$ cat config.mk
export PLATFORM = sky130hd
export DESIGN_NAME = mem_pattern_gen
export DESIGN_NICKNAME = d
export VERILOG_FILES = /design/src/rtl/mpg_pkg.sv /design/src/rtl/mpg_lfsr.sv /design/src/rtl/mpg_perf_cnt.sv /design/src/rtl/mem_pattern_gen.sv
export SDC_FILE = /design/constraint.sdc
export NUM_CORES = 1
export LEC_CHECK = 0
export BUFFER_PORTS_ARGS = -buffer_cell sky130_fd_sc_hd__buf_2
export CAP_MARGIN = 20
export CORE_AREA = 2 2 187 262
export DETAILED_ROUTE_END_ITERATION = 10
export DIE_AREA = 0 0 189 264
export PLACE_DENSITY = 0.79
export SLEW_MARGIN = 0
export SYNTH_ARGS = -nofsm -noshare
export SYNTH_HDL_FRONTEND = slang
export SYNTH_SLANG_ARGS = --single-unit
$ cat constraint.sdc
create_clock -name clk -period 6.75 [get_ports clk]
set_clock_uncertainty 0.2 [all_clocks]
set_input_delay 0 -clock clk [delete_from_list [all_inputs] [get_ports clk]]
set_output_delay 0 -clock clk [all_outputs]
set_load 0.005 [all_outputs]
$ cat src/rtl/mpg_pkg.sv
`timescale 1ns/1ps
package mpg_pkg;
    typedef enum logic [2:0] {
        MODE_RD     = 3'd0,
        MODE_WR     = 3'd1,
        MODE_RMW    = 3'd2,
        MODE_STRIDE = 3'd3,
        MODE_RAND   = 3'd4,
        MODE_CHASE  = 3'd5
    } mode_e;

    typedef enum logic {
        ST_IDLE = 1'b0,
        ST_RUN  = 1'b1
    } state_e;
endpackage

$ cat src/rtl/mpg_lfsr.sv
`timescale 1ns/1ps
// Galois right-shift pseudo-random line generator
module mpg_lfsr #(
    parameter int W = 16,
    parameter logic [W-1:0] TAPS = 16'hB400
) (
    input  logic         clk,
    input  logic         rst_n,
    input  logic         load,
    input  logic [W-1:0] seed,
    input  logic         step,
    output logic [W-1:0] value
);
    logic [W-1:0] lfsr_d, lfsr_q;

    always_comb begin
        lfsr_d = lfsr_q;
        if (load) begin
            lfsr_d = (seed == '0) ? W'(1) : seed;
        end else if (step) begin
            lfsr_d = (lfsr_q >> 1) ^ (lfsr_q[0] ? TAPS : '0);
        end
    end

    always_ff @(posedge clk or negedge rst_n) begin
        if (!rst_n) lfsr_q <= W'(1);
        else        lfsr_q <= lfsr_d;
    end

    assign value = lfsr_q;
endmodule

$ cat src/rtl/mpg_perf_cnt.sv
`timescale 1ns/1ps
// Access and elapsed-cycle counters for one run
module mpg_perf_cnt #(
    parameter int CW = 32
) (
    input  logic          clk,
    input  logic          rst_n,
    input  logic          clr,
    input  logic          accept,
    input  logic          complete,
    input  logic          finish,
    output logic [CW-1:0] acc_cnt,
    output logic [CW-1:0] cyc_cnt
);
    typedef struct packed {
        logic [CW-1:0] acc;
        logic [CW-1:0] cyc;
        logic          armed;
        logic          running;
    } pc_t;

    pc_t pc_d, pc_q;

    always_comb begin
        pc_d = pc_q;
        if (clr) begin
            pc_d       = '0;
            pc_d.armed = 1'b1;
        end else begin
            if (complete) pc_d.acc = pc_q.acc + CW'(1);
            if (pc_q.running || (pc_q.armed && accept)) pc_d.cyc = pc_q.cyc + CW'(1);
            if (pc_q.armed && accept) begin
                pc_d.armed   = 1'b0;
                pc_d.running = 1'b1;
            end
            if (finish) pc_d.running = 1'b0;
        end
    end

    always_ff @(posedge clk or negedge rst_n) begin
        if (!rst_n) pc_q <= '0;
        else        pc_q <= pc_d;
    end

    assign acc_cnt = pc_q.acc;
    assign cyc_cnt = pc_q.cyc;
endmodule

$ cat src/rtl/mem_pattern_gen.sv
`timescale 1ns/1ps
// Configurable memory traffic generator
module mem_pattern_gen
    import mpg_pkg::*;
#(
    parameter int AW = 16,
    parameter int DW = 32,
    parameter int CW = 32,
    parameter int LW = 16
) (
    input  logic          clk,
    input  logic          rst_n,
    input  logic          start,
    input  logic [2:0]    mode,
    input  logic [AW-1:0] base_addr,
    input  logic [AW-1:0] stride,
    input  logic [CW-1:0] count,
    input  logic [AW-1:0] line_words,
    input  logic [LW-1:0] line_mask,
    input  logic [LW-1:0] seed,
    input  logic [DW-1:0] wr_value,
    output logic          busy,
    output logic          done,
    output logic [CW-1:0] acc_count,
    output logic [CW-1:0] cycle_count,
    output logic [DW-1:0] rd_sum,
    output logic          mem_req,
    output logic          mem_we,
    output logic [AW-1:0] mem_addr,
    output logic [DW-1:0] mem_wdata,
    input  logic          mem_ready,
    input  logic          mem_rvalid,
    input  logic [DW-1:0] mem_rdata
);
    localparam int NMODES = 6;

    typedef struct packed {
        state_e        state;
        mode_e         mode;
        logic [AW-1:0] base;
        logic [AW-1:0] stride;
        logic [CW-1:0] count;
        logic [AW-1:0] line;
        logic [LW-1:0] mask;
        logic [DW-1:0] wval;
        logic [AW-1:0] idx;
        logic [CW-1:0] issued;
        logic [CW-1:0] outst;
        logic          wr_pend;
        logic [DW-1:0] wbuf;
        logic [DW-1:0] sum;
        logic          done;
    } regs_t;

    regs_t r_d, r_q;

    logic          start_ok;
    logic          serial;
    logic          rmw_wr;
    logic          req;
    logic          accept;
    logic          resp_wr;
    logic          complete;
    logic          finish;
    logic [LW-1:0] lfsr_val;
    logic [LW-1:0] line_num;
    logic [AW-1:0] addr;

    // Request formation from registered state only
    always_comb begin
        serial   = (r_q.mode == MODE_RMW) || (r_q.mode == MODE_CHASE);
        rmw_wr   = (r_q.mode == MODE_RMW) && r_q.wr_pend;
        line_num = lfsr_val & r_q.mask;
        if (r_q.state != ST_RUN)        req = 1'b0;
        else if (rmw_wr)                req = (r_q.outst == '0);
        else                            req = (r_q.issued < r_q.count) &&
                                              (!serial || (r_q.outst == '0));
        if (r_q.mode == MODE_RAND) addr = r_q.base + AW'(line_num) * r_q.line;
        else                       addr = r_q.base + r_q.idx;
    end

    assign start_ok = start && (r_q.state == ST_IDLE);
    assign accept   = req && mem_ready;
    assign resp_wr  = (r_q.mode == MODE_WR) || rmw_wr;
    assign complete = mem_rvalid && ((r_q.mode != MODE_RMW) || r_q.wr_pend);
    assign finish   = complete && ((acc_count + CW'(1)) == r_q.count);

    always_comb begin
        r_d = r_q;
        if (start_ok) begin
            r_d.mode    = (int'(mode) >= NMODES) ? MODE_RD : mode_e'(mode);
            r_d.base    = base_addr;
            r_d.stride  = stride;
            r_d.count   = count;
            r_d.line    = line_words;
            r_d.mask    = line_mask;
            r_d.wval    = wr_value;
            r_d.idx     = '0;
            r_d.issued  = '0;
            r_d.outst   = '0;
            r_d.wr_pend = 1'b0;
            r_d.wbuf    = '0;
            r_d.sum     = '0;
            r_d.done    = (count == '0);
            r_d.state   = (count == '0) ? ST_IDLE : ST_RUN;
        end else if (r_q.state == ST_RUN) begin
            // outstanding bookkeeping
            r_d.outst = r_q.outst + CW'(accept) - CW'(mem_rvalid);
            if (accept && !rmw_wr) r_d.issued = r_q.issued + CW'(1);
            // index advance on accepted requests
            if (accept) begin
                case (r_q.mode)
                    MODE_RD, MODE_WR: r_d.idx = r_q.idx + AW'(1);
                    MODE_STRIDE:      r_d.idx = r_q.idx + r_q.stride;
                    MODE_RMW:         if (rmw_wr) r_d.idx = r_q.idx + AW'(1);
                    default:          r_d.idx = r_q.idx;
                endcase
            end
            // response handling
            if (mem_rvalid) begin
                if (!resp_wr) r_d.sum = r_q.sum + mem_rdata;
                if (r_q.mode == MODE_CHASE) r_d.idx = mem_rdata[AW-1:0];
                if (r_q.mode == MODE_RMW) begin
                    if (r_q.wr_pend) begin
                        r_d.wr_pend = 1'b0;
                    end else begin
                        r_d.wr_pend = 1'b1;
                        r_d.wbuf    = mem_rdata + DW'(1);
                    end
                end
            end
            if (finish) begin
                r_d.state = ST_IDLE;
                r_d.done  = 1'b1;
            end
        end
    end

    always_ff @(posedge clk or negedge rst_n) begin
        if (!rst_n) begin
            r_q       <= '0;
            r_q.state <= ST_IDLE;
            r_q.mode  <= MODE_RD;
        end else begin
            r_q <= r_d;
        end
    end

    mpg_lfsr #(.W(LW), .TAPS(LW'(16'hB400))) u_lfsr (
        .clk   (clk),
        .rst_n (rst_n),
        .load  (start_ok),
        .seed  (seed),
        .step  (accept && (r_q.mode == MODE_RAND)),
        .value (lfsr_val)
    );

    mpg_perf_cnt #(.CW(CW)) u_perf (
        .clk      (clk),
        .rst_n    (rst_n),
        .clr      (start_ok),
        .accept   (accept),
        .complete (complete && (r_q.state == ST_RUN)),
        .finish   (finish && (r_q.state == ST_RUN)),
        .acc_cnt  (acc_count),
        .cyc_cnt  (cycle_count)
    );

    assign busy      = (r_q.state == ST_RUN);
    assign done      = r_q.done;
    assign rd_sum    = r_q.sum;
    assign mem_req   = req;
    assign mem_we    = (r_q.mode == MODE_WR) || rmw_wr;
    assign mem_addr  = addr;
    assign mem_wdata = (r_q.mode == MODE_WR) ? r_q.wval : r_q.wbuf;

    // views of captured configuration for the bound checker
    logic [2:0]    cur_mode;
    logic [CW-1:0] cur_count;
    logic [DW-1:0] cur_wval;
    assign cur_mode  = r_q.mode;
    assign cur_count = r_q.count;
    assign cur_wval  = r_q.wval;
endmodule

==> impl_metrics.csv <==
group,metric,value,unit
routing,drt-wirelength-per-cell,22.1,um
grt,grtUsageTotal,39.7,%
grt,grt_pass1_wl,154000,um
logic_synthesis,synthMuxAreaShare,2.05,%
setup_path,r2r_cells,23,
clock_tree,path_clk_slew,0.07,ns
sta,fmax,153,MHz
power_and_ir_drop,leakage,16.8,nW
logic_synthesis,synth_top_area_share,31.8,%
die,rows,95,
logic_synthesis,synth-seq-cells,360,
cells_and_area,drive_above_1_share,12.7,%
logic_synthesis,synth_largest_area_cell,"dfrtp_1",
setup_path,cp_data_arrival_time,6.35,ns
cells_and_area,final_cell_mix,"nand2_1, dfrtp_1, buf_2, dlygate4sd3_1, inv_1",
routing,first_pass_iters,9,
sta,hold_ws,0.00108,ns
sta,setup_viol,0,
min_path,whs_path_depth,4,
routing,vias_per_cell,6.10,
place,gp_congestion,0.957,
place,numPortBuffers,331,
setup_path,slowest_stage,"dfrtp_1",
logic_synthesis,synth_simple_gate_area_share,19.6,%
logic_synthesis,synth_fa_ha_area_share,15.6,%
clock_tree,cts_max_level,2,
sta,fin_crit,6.55,ns
setup_path,cp.required,6.55,ns
place,hpwl,62200,um
logic_synthesis,synth_cells,3348,
die,core_area,0.0477,mm2
setup_path,timing.rr.end,"r_q[96]$_DFFE_PN0P_",
cells_and_area,stdcell_area,0.0344,mm2
grt,grt_overflow,0,
logic_synthesis,synth_edf_count,0,
place,placed_area,0.0296,mm2
routing,vias,27317,
setup_path,rr_startpoint,"r_q[115]$_DFFE_PN0P_",
clock_tree,clk_path_buf_depth,3,
routing,wl,98900,um
min_path,holdPathEnd,"u_lfsr.value[3]$_DFFE_PN0P_",
die,initial_core_util,59.3,%
run_status,status,"finished clean",
setup_path,start_kind,"flip-flop",
power_and_ir_drop,ir_worst_vdd,414,uV
cells_and_area,final_nets,4288,
setup_path,cp_slowest_stage_delay,0.74,ns
cells_and_area,syn_to_final_growth,21.6,%
logic_synthesis,postSynth.asyncResetShare,100,%
setup_path,worstSetupPathType,"reg2out",
setup_path,path_cells,"nand3_1, fa_1, inv_1, fa_1, inv_1, fa_1, inv_1, fa_1, fa_1, inv_1, fa_1, inv_1, ha_1, a21boi_0, a41oi_1, a21oi_1, xnor2_1, nor2_1, a31oi_2, buf_2",
die,die_w,189,um
clock_tree,cts_buffers,39,
die,die_area,0.0499,mm2
logic_synthesis,ys_seq_area_share,31.9,%
logic_synthesis,synthFlopType,"dfrtp_1",
setup_path,crit_fanout,16,
setup_path,rrSetupSlack,1.04,ns
logic_synthesis,synth_compound_area_share,14.5,%
flow_run,drv_cap,0,
logic_synthesis,synth.net_count,3826,
clock_tree,cts-root-buf,"clkbuf_16",
routing,ant_nets,0,
grt,grt_max_degree,190,
grt,grt_pass1_vias,27256,
cells_and_area,final_common_cell,"nand2_1",
logic_synthesis,synthXorXnorAreaFrac,7.87,%
min_path,hold_path_startpoint,"seed[3]",
sta,hold_viol,0,
logic_synthesis,synth_top_family_by_area,"simple AND/OR/NAND/NOR gates",
sta,tightest_slew,1.01,ns
sta,maxSlewHeadroom,32.7,%
logic_synthesis,synth.distinct_cells,79,
die,ios,332,
clock_tree,clk_latency,0.62,ns
routing,first_iter_violations,2637,
clock_tree,clkSinkCount,360,
grt,antenna_found_initial,12,
clock_tree,cts_tree,"built",
sta,fin_crit_sh,97.0,%
power_and_ir_drop,powerDensity,425,mW/mm2
logic_synthesis,ys_top_cells_by_area,"dfrtp_1, ha_1, fa_1, nand2_1, xnor2_1",
logic_synthesis,avgSynthCellArea,8.45,um2
setup_path,crit_path_frequent_cell,"fa_1",
min_path,hold_path.class,"in2reg",
sta,drv_slew,0,
logic_synthesis,synth-warning-count,0,
logic_synthesis,synthesis.area,0.0283,mm2
setup_path,cp-end-kind,"primary output",
routing,drc_errors,0,
die,die_y,264,um
## synth_stat cells (32+ instances only)
cell and number:
a21oi_1 135, nand4_1 49, and3_1 104, xor2_1 105
nand2_1 505, mux2_2 32, dfrtp_1 359, a31oi_1 32
xnor2_1 149, inv_1 281, fa_1 98, clkbuf_1 143
nor2_1 174, ha_1 196, o21ai_0 242, a21o_1 44
nand3_1 156, nor3_1 34, buf_4 96
## state kept, by name, indices dropped and copies added (netlist names), 3 cells and up
name            flops
cur_mode            3
r_q               177
u_perf.acc_cnt     32
cur_count          32
rd_sum             32
cur_wval           32
u_lfsr.value       16
u_perf.cyc_cnt     32
## cells by family (layout without fill, tap and decap cells)
group           Yosys count  count (layout)
compound gates          664             664
simple gates           1182            1182
mux                      54              54
fa+ha+maj               294             294
other cells               0               9
flops                   360             360
xor+xnor                254             254
buf+inv                 540            1031
## power by group
| group | total, mW | internal (mW) | switching (mW) | leakage [nW] |
|---|---|---|---|---|
| Clock | 2.46 | 1.42 | 1.04 | 0.704 |
| Sequential | 3.76 | 2.88 | 0.878 | 4.60 |
| Combinational | 8.39 | 3.65 | 4.74 | 11.5 |
| Total | 14.6 | 7.95 | 6.65 | 16.8 |
## worst max-delay path by stage
stage / start / endpoint / slack (ns) / depth (start not counted)
3_5_place_dp: u_lfsr.value[7]$_DFFE_PN0P_ / mem_addr[15] / 0.94 / 21
3_3_place_gp: r_q[197]$_DFFE_PN0P_ / mem_addr[15] / 0.97 / 20
5_1_grt: r_q[195]$_DFFE_PN0P_ / mem_addr[15] / -0.02 / 20
6_report: r_q[195]$_DFFE_PN0P_ / mem_addr[15] / 0.20 / 20
4_1_cts: u_lfsr.value[7]$_DFFE_PN0P_ / mem_addr[15] / 0.29 / 21
2_1_floorplan: u_lfsr.value[0]$_DFFE_PN1P_ / mem_addr[14] / 1.29 / 20
## critical path: cells and delay by family, from the launching register on
kind / cells / cell delay, ns
buf+inv: 6 / 0.40
xor+xnor: 1 / 0.16
simple gates: 2 / 0.28
compound gates: 4 / 0.70
fa+ha+maj: 7 / 3.42
flops: 1 / 0.74
## metal layers
metal | global-route usage [%] | vias up | part of all wire [%]
li1 | - | 12221 | -
met1 | 45.8 | 13022 | 36
met2 | 64.1 | 1544 | 47
met3 | 11.4 | 522 | 8.9
met4 | 26.5 | 8 | 8.3
met5 | 0.789 | - | 0.087
## final cells by class
class,count,area [um2]
Sequential cell,360,9020
Inverter,281,1050
Multi-Input combinational cell,2448,16900
Tap cell,630,788
Timing Repair Buffer,680,5160
Clock inverter,20,322
Fill cell,3410,13300
Clock buffer,50,1120
Antenna cell,9,22.5
## what timing repair did
| item | in CTS | in global routing |
|---|---|---|
| resized for setup | 0 | 14 |
| hold buffers | 326 | 0 |
| endpoints found under the hold margin | 343 | 0 |
| buffers inserted | 0 | 2 |
| setup endpoints to repair | 0 | 2 |
## per-stage QoR
step                util, %  cells  setup TNS, ns  setup slack (ns)  power, mW
finish                 72.1   4478              0             0.204       14.6
global route           72.1   4475        -0.0197           -0.0197       15.7
CTS                    72.0   4466              0             0.288       14.2
detailed placement     62.1   4070              0             0.937       11.5
global placement       62.1   4070              0             0.967       11.4
floorplan                 -   3348              0              1.29       9.49
Note: power is estimated with default switching activity, not from simulation.
